File: src/rtl/sei_pkg.sv
package sei_pkg;

    typedef enum logic [1:0] {
        PTR_NONE = 2'd0,
        PTR_INC  = 2'd1,
        PTR_DEC  = 2'd2,
        PTR_RSV  = 2'd3
    } ptr_cmd_e;

    function automatic logic is_step(input logic [1:0] cmd);
        return (cmd == PTR_INC) || (cmd == PTR_DEC);
    endfunction

endpackage

File: src/rtl/sei_ea_adder.sv
module sei_ea_adder #(
    parameter int IDX_W  = 16,
    parameter int DISP_W = 8
) (
    input  logic [IDX_W-1:0]  base_val,
    input  logic [DISP_W-1:0] disp,
    output logic [IDX_W-1:0]  ea
);
    localparam int EXT_W = IDX_W - DISP_W;

    logic [IDX_W-1:0] disp_ext;

    always_comb begin
        disp_ext = {{EXT_W{disp[DISP_W-1]}}, disp};
        ea       = base_val + disp_ext;
    end
endmodule

File: src/rtl/sei_ptr_step.sv
module sei_ptr_step #(
    parameter int IDX_W = 16
) (
    input  logic [1:0]       cmd,
    input  logic [IDX_W-1:0] val,
    output logic [IDX_W-1:0] val_next,
    output logic             wrap_up,
    output logic             wrap_dn
);
    import sei_pkg::*;

    localparam logic [IDX_W-1:0] ALL_ONES = {IDX_W{1'b1}};
    localparam logic [IDX_W-1:0] ONE      = IDX_W'(1);

    always_comb begin
        val_next = val;
        wrap_up  = 1'b0;
        wrap_dn  = 1'b0;
        if (cmd == PTR_INC) begin
            val_next = val + ONE;
            wrap_up  = (val == ALL_ONES);
        end else if (cmd == PTR_DEC) begin
            val_next = val - ONE;
            wrap_dn  = (val == '0);
        end
    end
endmodule

File: src/rtl/sei_bank_next.sv
module sei_bank_next #(
    parameter int BANK_W  = 4,
    parameter int NUM_IDX = 2,
    parameter int PSEL_W  = 1
) (
    input  logic [NUM_IDX-1:0][BANK_W-1:0] bank_q,
    input  logic [NUM_IDX-1:0]             wr_en,
    input  logic [BANK_W-1:0]              wr_data,
    input  logic                           step_act,
    input  logic [PSEL_W-1:0]              step_sel,
    input  logic                           wrap_up,
    input  logic                           wrap_dn,
    output logic [NUM_IDX-1:0][BANK_W-1:0] bank_d
);
    localparam logic [BANK_W-1:0] B_ONE = BANK_W'(1);

    for (genvar k = 0; k < NUM_IDX; k++) begin : g_bank
        logic hit;
        always_comb begin
            hit = step_act && (step_sel == PSEL_W'(k));
            if (wr_en[k])
                bank_d[k] = wr_data;
            else if (hit && wrap_up)
                bank_d[k] = bank_q[k] + B_ONE;
            else if (hit && wrap_dn)
                bank_d[k] = bank_q[k] - B_ONE;
            else
                bank_d[k] = bank_q[k];
        end
    end
endmodule

File: src/rtl/sei_addr_unit.sv
module sei_addr_unit #(
    parameter int IDX_W   = 16,
    parameter int BANK_W  = 4,
    parameter int DISP_W  = 8,
    parameter int NUM_IDX = 2,
    parameter logic [IDX_W-DISP_W-1:0] PTR_PAGE = 8'hFF,
    localparam int ADDR_W = IDX_W + BANK_W,
    localparam int SEL_W  = $clog2(NUM_IDX + 2),
    localparam int PSEL_W = (NUM_IDX > 1) ? $clog2(NUM_IDX) : 1
) (
    input  logic                 clk,
    input  logic                 rst_n,
    input  logic [SEL_W-1:0]     addr_sel,
    input  logic [IDX_W-1:0]     base_val,
    input  logic [DISP_W-1:0]    disp,
    input  logic [NUM_IDX-1:0]   bank_wr_en,
    input  logic [BANK_W-1:0]    bank_wr_data,
    input  logic [1:0]           ptr_cmd,
    input  logic [PSEL_W-1:0]    ptr_sel,
    input  logic [DISP_W-1:0]    ptr_ofs,
    output logic [ADDR_W-1:0]    phys_addr,
    output logic [IDX_W-1:0]     idx_next,
    output logic                 idx_next_vld
);
    import sei_pkg::*;

    typedef struct packed {
        logic [NUM_IDX-1:0][BANK_W-1:0] bank;
        logic [ADDR_W-1:0]              addr;
        logic [IDX_W-1:0]               idx;
        logic                           vld;
    } state_t;

    state_t st_d, st_q;

    logic [IDX_W-1:0]               ea;
    logic [IDX_W-1:0]               step_val;
    logic                           wrap_up, wrap_dn;
    logic                           step_act;
    logic [NUM_IDX-1:0][BANK_W-1:0] bank_nx;
    logic [NUM_IDX-1:0][BANK_W-1:0] bank_view;

    assign step_act  = is_step(ptr_cmd);
    assign bank_view = st_q.bank;

    sei_ea_adder #(.IDX_W(IDX_W), .DISP_W(DISP_W)) u_ea (
        .base_val (base_val),
        .disp     (disp),
        .ea       (ea)
    );

    sei_ptr_step #(.IDX_W(IDX_W)) u_step (
        .cmd      (ptr_cmd),
        .val      (base_val),
        .val_next (step_val),
        .wrap_up  (wrap_up),
        .wrap_dn  (wrap_dn)
    );

    sei_bank_next #(.BANK_W(BANK_W), .NUM_IDX(NUM_IDX), .PSEL_W(PSEL_W)) u_bank (
        .bank_q   (st_q.bank),
        .wr_en    (bank_wr_en),
        .wr_data  (bank_wr_data),
        .step_act (step_act),
        .step_sel (ptr_sel),
        .wrap_up  (wrap_up),
        .wrap_dn  (wrap_dn),
        .bank_d   (bank_nx)
    );

    always_comb begin
        logic              idx_mode;
        logic [BANK_W-1:0] bank_sel;

        st_d     = st_q;
        idx_mode = 1'b0;
        bank_sel = '0;
        for (int k = 0; k < NUM_IDX; k++) begin
            if (addr_sel == SEL_W'(k + 1)) begin
                idx_mode = 1'b1;
                bank_sel = st_q.bank[k];
            end
        end

        if (step_act)
            st_d.addr = {{BANK_W{1'b0}}, PTR_PAGE, ptr_ofs};
        else if (idx_mode)
            st_d.addr = {bank_sel, ea};
        else
            st_d.addr = {{BANK_W{1'b0}}, base_val};

        st_d.vld  = step_act;
        st_d.idx  = step_act ? step_val : st_q.idx;
        st_d.bank = bank_nx;
    end

    always_ff @(posedge clk or negedge rst_n) begin
        if (!rst_n)
            st_q <= '0;
        else
            st_q <= st_d;
    end

    assign phys_addr    = st_q.addr;
    assign idx_next     = st_q.idx;
    assign idx_next_vld = st_q.vld;

endmodule

File: config.mk
export PLATFORM = sky130hd
export DESIGN_NAME = sei_addr_unit
export DESIGN_NICKNAME = d
export VERILOG_FILES = /design/src/rtl/sei_pkg.sv /design/src/rtl/sei_ea_adder.sv /design/src/rtl/sei_ptr_step.sv /design/src/rtl/sei_bank_next.sv /design/src/rtl/sei_addr_unit.sv
export SDC_FILE = /design/constraint.sdc
export NUM_CORES = 1
export LEC_CHECK = 0
export BUFFER_PORTS_ARGS = -buffer_cell sky130_fd_sc_hd__buf_2
export CORE_AREA = 2 2 87 89
export CTS_CLUSTER_SIZE = 14
export DETAILED_ROUTE_END_ITERATION = 6
export DIE_AREA = 0 0 89 91
export MAX_ROUTING_LAYER = met4
export PLACE_DENSITY = 0.75
export RECOVER_POWER = 50
export SYNTH_ARGS = -nofsm -noshare
export SYNTH_HDL_FRONTEND = slang
export SYNTH_SLANG_ARGS = --single-unit
export TNS_END_PERCENT = 10
File: constraint.sdc
create_clock -name clk -period 1.8 [get_ports clk]
set_clock_uncertainty 0.15 [all_clocks]
set_input_delay 0.09 -clock clk [delete_from_list [all_inputs] [get_ports clk]]
set_output_delay 0.09 -clock clk [all_outputs]
set_load 0.01 [all_outputs]
## Word-level counts from Yosys, hierarchy flattened

Index checks and enable logic that the tools add are counted.

| word-level totals | value |
|---|---|
| output and inout port bits | 37 |
| word-level logic and storage cells | 45 |
| input port bits | 45 |
| flip-flop bits (word level) | 45 |

| operators by class | value |
|---|---|
| equal/unequal tests | 5 |
| $add $sub $neg | 7 |
| bitwise operators | 1 |
| reduce and logical (&&, ||, !) cells | 10 |
| muxes and demuxes | 17 |

Operators with widths:

| operator | number |
|---|---|
| $mux W20 | 2 |
| $mux W16 | 2 |
| $mux W4 | 8 |
| $add A16 B1 Y16 const B | 1 |
| $add A16 B16 Y16 | 1 |
| $eq A16 B16 Y1 const B | 1 |
| $logic_not A16 Y1 | 1 |
| $sub A16 B1 Y16 const B | 1 |
| $add A4 B1 Y4 const B | 2 |
| $sub A4 B1 Y4 const B | 2 |
| $logic_and A1 B1 Y1 | 6 |
| $reduce_bool A3 Y1 | 2 |
| $mux W1 | 5 |
| $eq A2 B1 Y1 const B | 2 |
| $eq A2 B2 Y1 const B | 2 |
| $logic_or A1 B1 Y1 | 1 |
| $not A1 Y1 | 1 |

## Longest topological paths before layout

| logic depth | value |
|---|---|
| depth in word-level cells | 7 |
| depth in mapped cells | 13 |
| depth with buffers taken out | 13 |

## Cells and area by module

From an unflattened synthesis, not the netlist that was laid out.

| second synthesis, totals | value |
|---|---|
| cells, all modules | 364 |
| area, all modules | 3532.1 um^2 |

Modules (own cells, without submodules):

| module | sequential area each (um^2) | area an instance (um^2) | cells each | times used |
|---|---|---|---|---|
| sei_addr_unit | 1126.1 | 1796.7 | 116 | 1 |
| sei_ea_adder | 0.0 | 745.7 | 101 | 1 |
| sei_ptr_step | 0.0 | 590.6 | 88 | 1 |
| sei_bank_next | 0.0 | 399.1 | 59 | 1 |

## Worst setup path before layout

Ideal clock, no wire load.

| timing | value |
|---|---|
| kind | input to register |
| start point | input base_val[2] |
| end point | register st_q (netlist bit bank_view[7]) |
| path buffers | 2 |
| setup time | 121 ps |
| data arrival time | 2266 ps |
| stages on the path | 12 |
| required time | 1529 ps |
| setup slack | -736 ps |
| cells stage by stage | buf_2 and3_1 clkbuf_1 nand4_1 or3_1 ha_1 a21o_1 a21oi_1 nor4_1 a31oi_1 xor2_1 o21ai_1 |

| on the way | value |
|---|---|
| longest elaborated chain between the ends | 5 |
| elaborated cells between the ends (all ways) | 10 |
| those cells by class | eq/ne: 1; mux: 5; reduce/logical: 4 |

RTL lines:

| what | line | text |
|---|---|---|
| from (decl) | sei_addr_unit.sv:14 | `input logic [IDX_W-1:0] base_val,` |
| $eq A16 B16 Y1 / $logic_not A16 Y1 (equally long branches) | sei_ptr_step.sv:21, sei_ptr_step.sv:24 |  |
| $mux W1 (on tied branches) | sei_ptr_step.sv:19, sei_ptr_step.sv:22 |  |
| $logic_and A1 B1 Y1 / $mux W1 (equally long branches) | sei_bank_next.sv:23, sei_ptr_step.sv:19 |  |
| $mux W4 / $logic_and A1 B1 Y1 (equally long branches) | sei_bank_next.sv:23, sei_bank_next.sv:25 |  |
| $mux W4 / $reduce_bool A3 Y1 (equally long branches) | - |  |
| to (signal assigned) | sei_addr_unit.sv:101 | `st_q <= st_d;` |
| to (decl) | sei_addr_unit.sv:34 | `state_t st_d, st_q;` |

Several ways; a longest one is shown, not always the timed one.
A chain may end at the register's enable or synchronous reset.

## Worst setup path in the final report

| timing | value |
|---|---|
| start point | input ptr_cmd[1] |
| end point | register st_q (netlist bit bank_view[7]) |

| on the way | value |
|---|---|
| longest elaborated chain between the ends | 6 |
| elaborated cells between the ends (all ways) | 12 |
| those cells by class | eq/ne: 2; mux: 5; reduce/logical: 5 |

RTL lines:

| what | line | text |
|---|---|---|
| from (decl) | sei_addr_unit.sv:18 | `input logic [1:0] ptr_cmd,` |
| $eq A2 B1 Y1 / $eq A2 B2 Y1 (equally long branches) | sei_pkg.sv:11, sei_ptr_step.sv:19, sei_ptr_step.sv:22 |  |
| $logic_or A1 B1 Y1 | sei_pkg.sv:11 | `return (cmd == PTR_INC) \|\| (cmd == PTR_DEC);` |
| $logic_and A1 B1 Y1 | sei_bank_next.sv:20 | `hit = step_act && (step_sel == PSEL_W'(k));` |
| $logic_and A1 B1 Y1 | sei_bank_next.sv:23 | `else if (hit && wrap_up)` |
| $mux W4 | sei_bank_next.sv:23 |  |
| $mux W4 | sei_bank_next.sv:21 | `if (wr_en[k])` |

Several ways; a longest one is shown, not always the timed one.

==> results by stage <==
Finish:
- Excluding fillers, the count of instances in the completed layout stands at roughly 670.
- The final core utilization is 70.2%.
- The antenna cell count is 0.
- Leaving out fill and tap cells, the most frequent cell in the layout is buf_4.
- In the layout the commonest cells are 91 x buf_4, 46 x nand2_1, 46 x buf_2, 45 x dfrtp_1.
- The post-route netlist has 35.5% of its cells at a drive strength greater than 1.
- The number of nets in the layout is 642.
- The final design instance area without fill is 0.00501 sq mm.
- The area growth from synthesis to layout is 46.4%.

Route:
- The average wire per standard cell is 16.4 um.
- The routed via count is 3672.
- The overall routed net length is roughly 11000 um.
- The detail route stage leaves a number of antenna-violating nets equal to 0.
- The via density per instance is 5.50.
- The first detailed-routing pass took 4 iterations.
- In the routed design, unresolved DRC markers number 0.
- The starting DRC count in detailed routing is between 200 and 250.

Clocking:
- The clock transition time at the flip-flop clock pins of the worst setup and hold paths is ~90 ps.
- TritonCTS built the clock tree.
- The clock tree synthesis step divided the H-tree into 2 levels.
- The TritonCTS buffer count is 5.
- The maximum clock insertion buffer count is 2.
- For this design, the sink count on the clock tree is 45.
- The clock reaches the later pin of the worst-skew pair after 290 ps.
- The clock tree root buffer cell is clkbuf_8.

Worst setup path:
- The worst setup path is captured at a flop.
- The worst setup path is launched from an input port.
- In this run the worst path has a maximum fanout of 4.
- The largest single stage delay on the critical path is 420 ps.
- Traced cell by cell, the critical path runs through buf_8 > inv_4 > ha_4 > nand2_2 > or3_4 > or3_4 > ha_4 > a21o_1 > a21oi_2 > nor4_1 > a31oi_1 > xor2_1 > o21ai_1.
- The worst path arrival time is 2230 ps.
- The startpoint identified for the worst register-to-register timing path is bank_view[1].
- The worst register-to-register path has a depth of 7.
- Together, buffers and inverters on the worst path number 2.
- The cell family with the largest share of critical-path delay is simple AND/OR/NAND/NOR gates.
- Setup slack on the worst reg-to-reg path comes out at -30 ps.
- The critical-path cell with the highest stage delay is or3_4.
- The worst register-to-register path ends at bank_view[3].
- The kind of critical path is in -> reg.
- STA puts the critical path data required time at 1840 ps.
- The critical path crosses 13 cells after its start point.

Pwr:
- IR analysis of the VDD net gives a maximum drop of between 0.0003 and 0.0004 V.
- The total power per unit cell area is 688 mW/mm^2.
- The share of total power in sequential cells is 37.5%.
- Net switching is a little over a third of the power.
- Summed over all cells, the static leakage comes to roughly 2.3 nW.
- The internal portion of total power is about 2.2 mW.
- The share of power burned in the clock network is 20.3%.
- Of the total power, combinational logic draws 42.2%.
- The net switching component of the power is 1.21 mW.

Synth:
- The most used flip-flop cell after synthesis is dfrtp_1.
- Synthesis produced a netlist with a net count of between 400 and 500.
- The post-synthesis cell count is 390.
- Yosys mapped a number of flops with a built-in enable equal to 0.
- The count of synthesis-stage warnings from yosys is 0.
- Of all flip-flops after synthesis, the portion carrying an async set or reset was 100%.
- The sequential-to-total area share from yosys stat is between 30% and 40%.
- After synthesis the netlist holds a flip-flop and latch count of 45.
- After synthesis, the netlist uses 52 different library cells.
- Each instance of the synthesized netlist takes up on average a little under 9 sq um.
- The cell area that synthesis handed to floorplanning was around 0.0034 sq mm.

Timing:
- Setup total negative slack on the finished layout was measured at -2640 ps.
- The relative slew slack is 24.8%.
- Setup repair after global routing could not meet its margin everywhere.
- Setup violations remaining at the end of the flow were counted as 13.
- The routed design could run at a clock period as short as around 2200 ps.
- The transition time at the pin with the least slew margin is 1130 ps.
- The final worst-path setup slack is -389 ps.
- The total count of max-transition violations in the final report was 0.
- The final hold violation count is 0.
- Derived from the worst setup path, the maximum achievable clock frequency is 457 MHz.
- The part of the cycle the worst path needs is 122%.

Status:
- The checks that failed: negative setup slack.
- The run finished, with violations left.

GRT:
- For this run, the total global-route usage over all layers was measured as 27.6%.
- The pin count of the biggest net entering global routing is 46.
- The initial antenna violation count is 0.
- The via count of the first global-routing pass came to around 3600.
- The wire length of the first global-routing pass is 17200 um.
- After global routing the overflow that remains totals 0.

Place:
- The routability congestion estimate is 0.871.
- In this run the cell area measured after placement is 0.00460 sq mm.
- During placement, the flow inserted port buffers numbering between 80 and 90.
- Detailed placement ended at an HPWL of about 7700 um.
- The pre-CTS worst setup slack is -762 ps.
- The number of cells in the design after placement is 642.

Floorplanning:
- The die is between 80 and 90 um wide.
- For this configuration, the core starts out at a cell density of a little under half.
- The area of the core is 0.00714 sq mm.
- The number of placement rows is 31.
- In this run the vertical extent of the chip is 91 um.
- The die footprint is between 0.008 and 0.009 sq mm.
- The count of pins on the block boundary is 82.

Hold path:
- The worst hold path begins at bank_wr_data[2].
- In this run the worst hold path is classified as in -> reg.
- The worst hold path cell count is 4.
- The worst hold path endpoint is bank_view[2].

Run:
- Across the run, the number of max-cap violations was 0.
[worst max path at each step]
stage | startpoint | end | slack (ps)
floorplan | ptr_cmd[1] | bank_view[5] | -560
global placement | ptr_cmd[1] | bank_view[5] | -700
detailed placement | ptr_cmd[1] | bank_view[7] | -760
CTS | base_val[0] | bank_view[7] | -380
global route | ptr_cmd[0] | bank_view[7] | -430
finish | ptr_cmd[1] | bank_view[7] | -390
[state kept, by name, summed over array words and instances (netlist names)]
signal,count
idx_next,16
idx_next_vld,1
phys_addr,20
bank_view,8
[metrics by stage]
step / hold WS (ps) / power, mW
floorplan: -356 / 2.02
detailed placement: 57.0 / 2.62
CTS: 2.54 / 3.42
global placement: 50.4 / 2.56
global route: 6.94 / 3.65
finish: 2.22 / 3.45
[synth_stat cells, types with 4 or more instances]
library cell | count | share of area, %
a21o_1 | 7 | 1.5
a21oi_1 | 32 | 4.7
a31oi_1 | 6 | 1.1
clkbuf_1 | 13 | 1.4
dfrtp_1 | 45 | 33
ha_1 | 26 | 9.5
inv_1 | 10 | 1.1
mux2_1 | 6 | 2.0
mux2_2 | 10 | 3.3
mux2i_1 | 9 | 2.6
nand2_1 | 48 | 5.3
nand2b_1 | 4 | 0.73
nand3_1 | 6 | 0.88
nand4_1 | 7 | 1.3
nor2_1 | 35 | 3.8
nor2b_1 | 4 | 0.73
nor3_1 | 5 | 0.73
o211ai_1 | 6 | 1.3
o21ai_0 | 14 | 2.0
o21ai_1 | 11 | 1.6
or3_1 | 8 | 1.5
xnor2_1 | 20 | 5.1
xor2_1 | 11 | 2.8
[logic make-up after synthesis]
kind of cell | synth area share (%)
buffers and inverters | 3.47
adders and majority gates | 11.3
muxes | 7.89
xor gates and xnor gates | 7.93
AOI/OAI and AO/OA | 17.5
and+or+nand+nor | 19.0
DFF | 32.9
[layer usage]
| layer | global-route usage [%] | up-vias | part of all wire, % |
|---|---|---|---|
| met1 | 34.8 | 1773 | 42 |
| met2 | 46.5 | 136 | 50 |
| met3 | 2.36 | 29 | 4.8 |
| met5 | - | - | 0 |
| li1 | - | 1734 | - |
| met4 | 8.58 | 0 | 3.0 |
[power by group through the flow]
stage	logic, mW	registers [mW]	clock network, mW
4_1_cts	1.43	1.28	0.704
5_1_grt	1.59	1.31	0.747
2_1_floorplan	0.674	1.34	0
6_report	1.45	1.29	0.701
3_3_place_gp	1.28	1.29	0
3_5_place_dp	1.32	1.29	0
[repair_timing]
| action | 4_1_cts | 5_1_grt |
|---|---|---|
| pin swaps | 13 | 9 |
| endpoints found under the setup margin | 21 | 22 |
| hold buffers | 14 | 0 |
| gates resized for setup | 31 | 10 |
| buffers inserted | 3 | 1 |
| hold endpoints to repair | 57 | 0 |
[cell type report]
class,instances,area (sq um)
Multi-Input combinational cell,316,2380
Fill cell,570,2120
Timing Repair Buffer,189,1230
Sequential cell,45,1130
Tap cell,99,124
Clock buffer,7,96.3
Inverter,11,46.3
Clock inverter,1,5.00
[worst reg2reg max path: cells and delay by family (launching register included)]
family                   cells  cell delay (ps)
AND/OR/NAND/NOR              1               60
AO/OA/AOI/OAI                4              630
flip-flops                   1              460
adder cells (fa/ha/maj)      1              240
XOR/XNOR                     1              180
No activity file was read; power rests on OpenSTA's default activity.
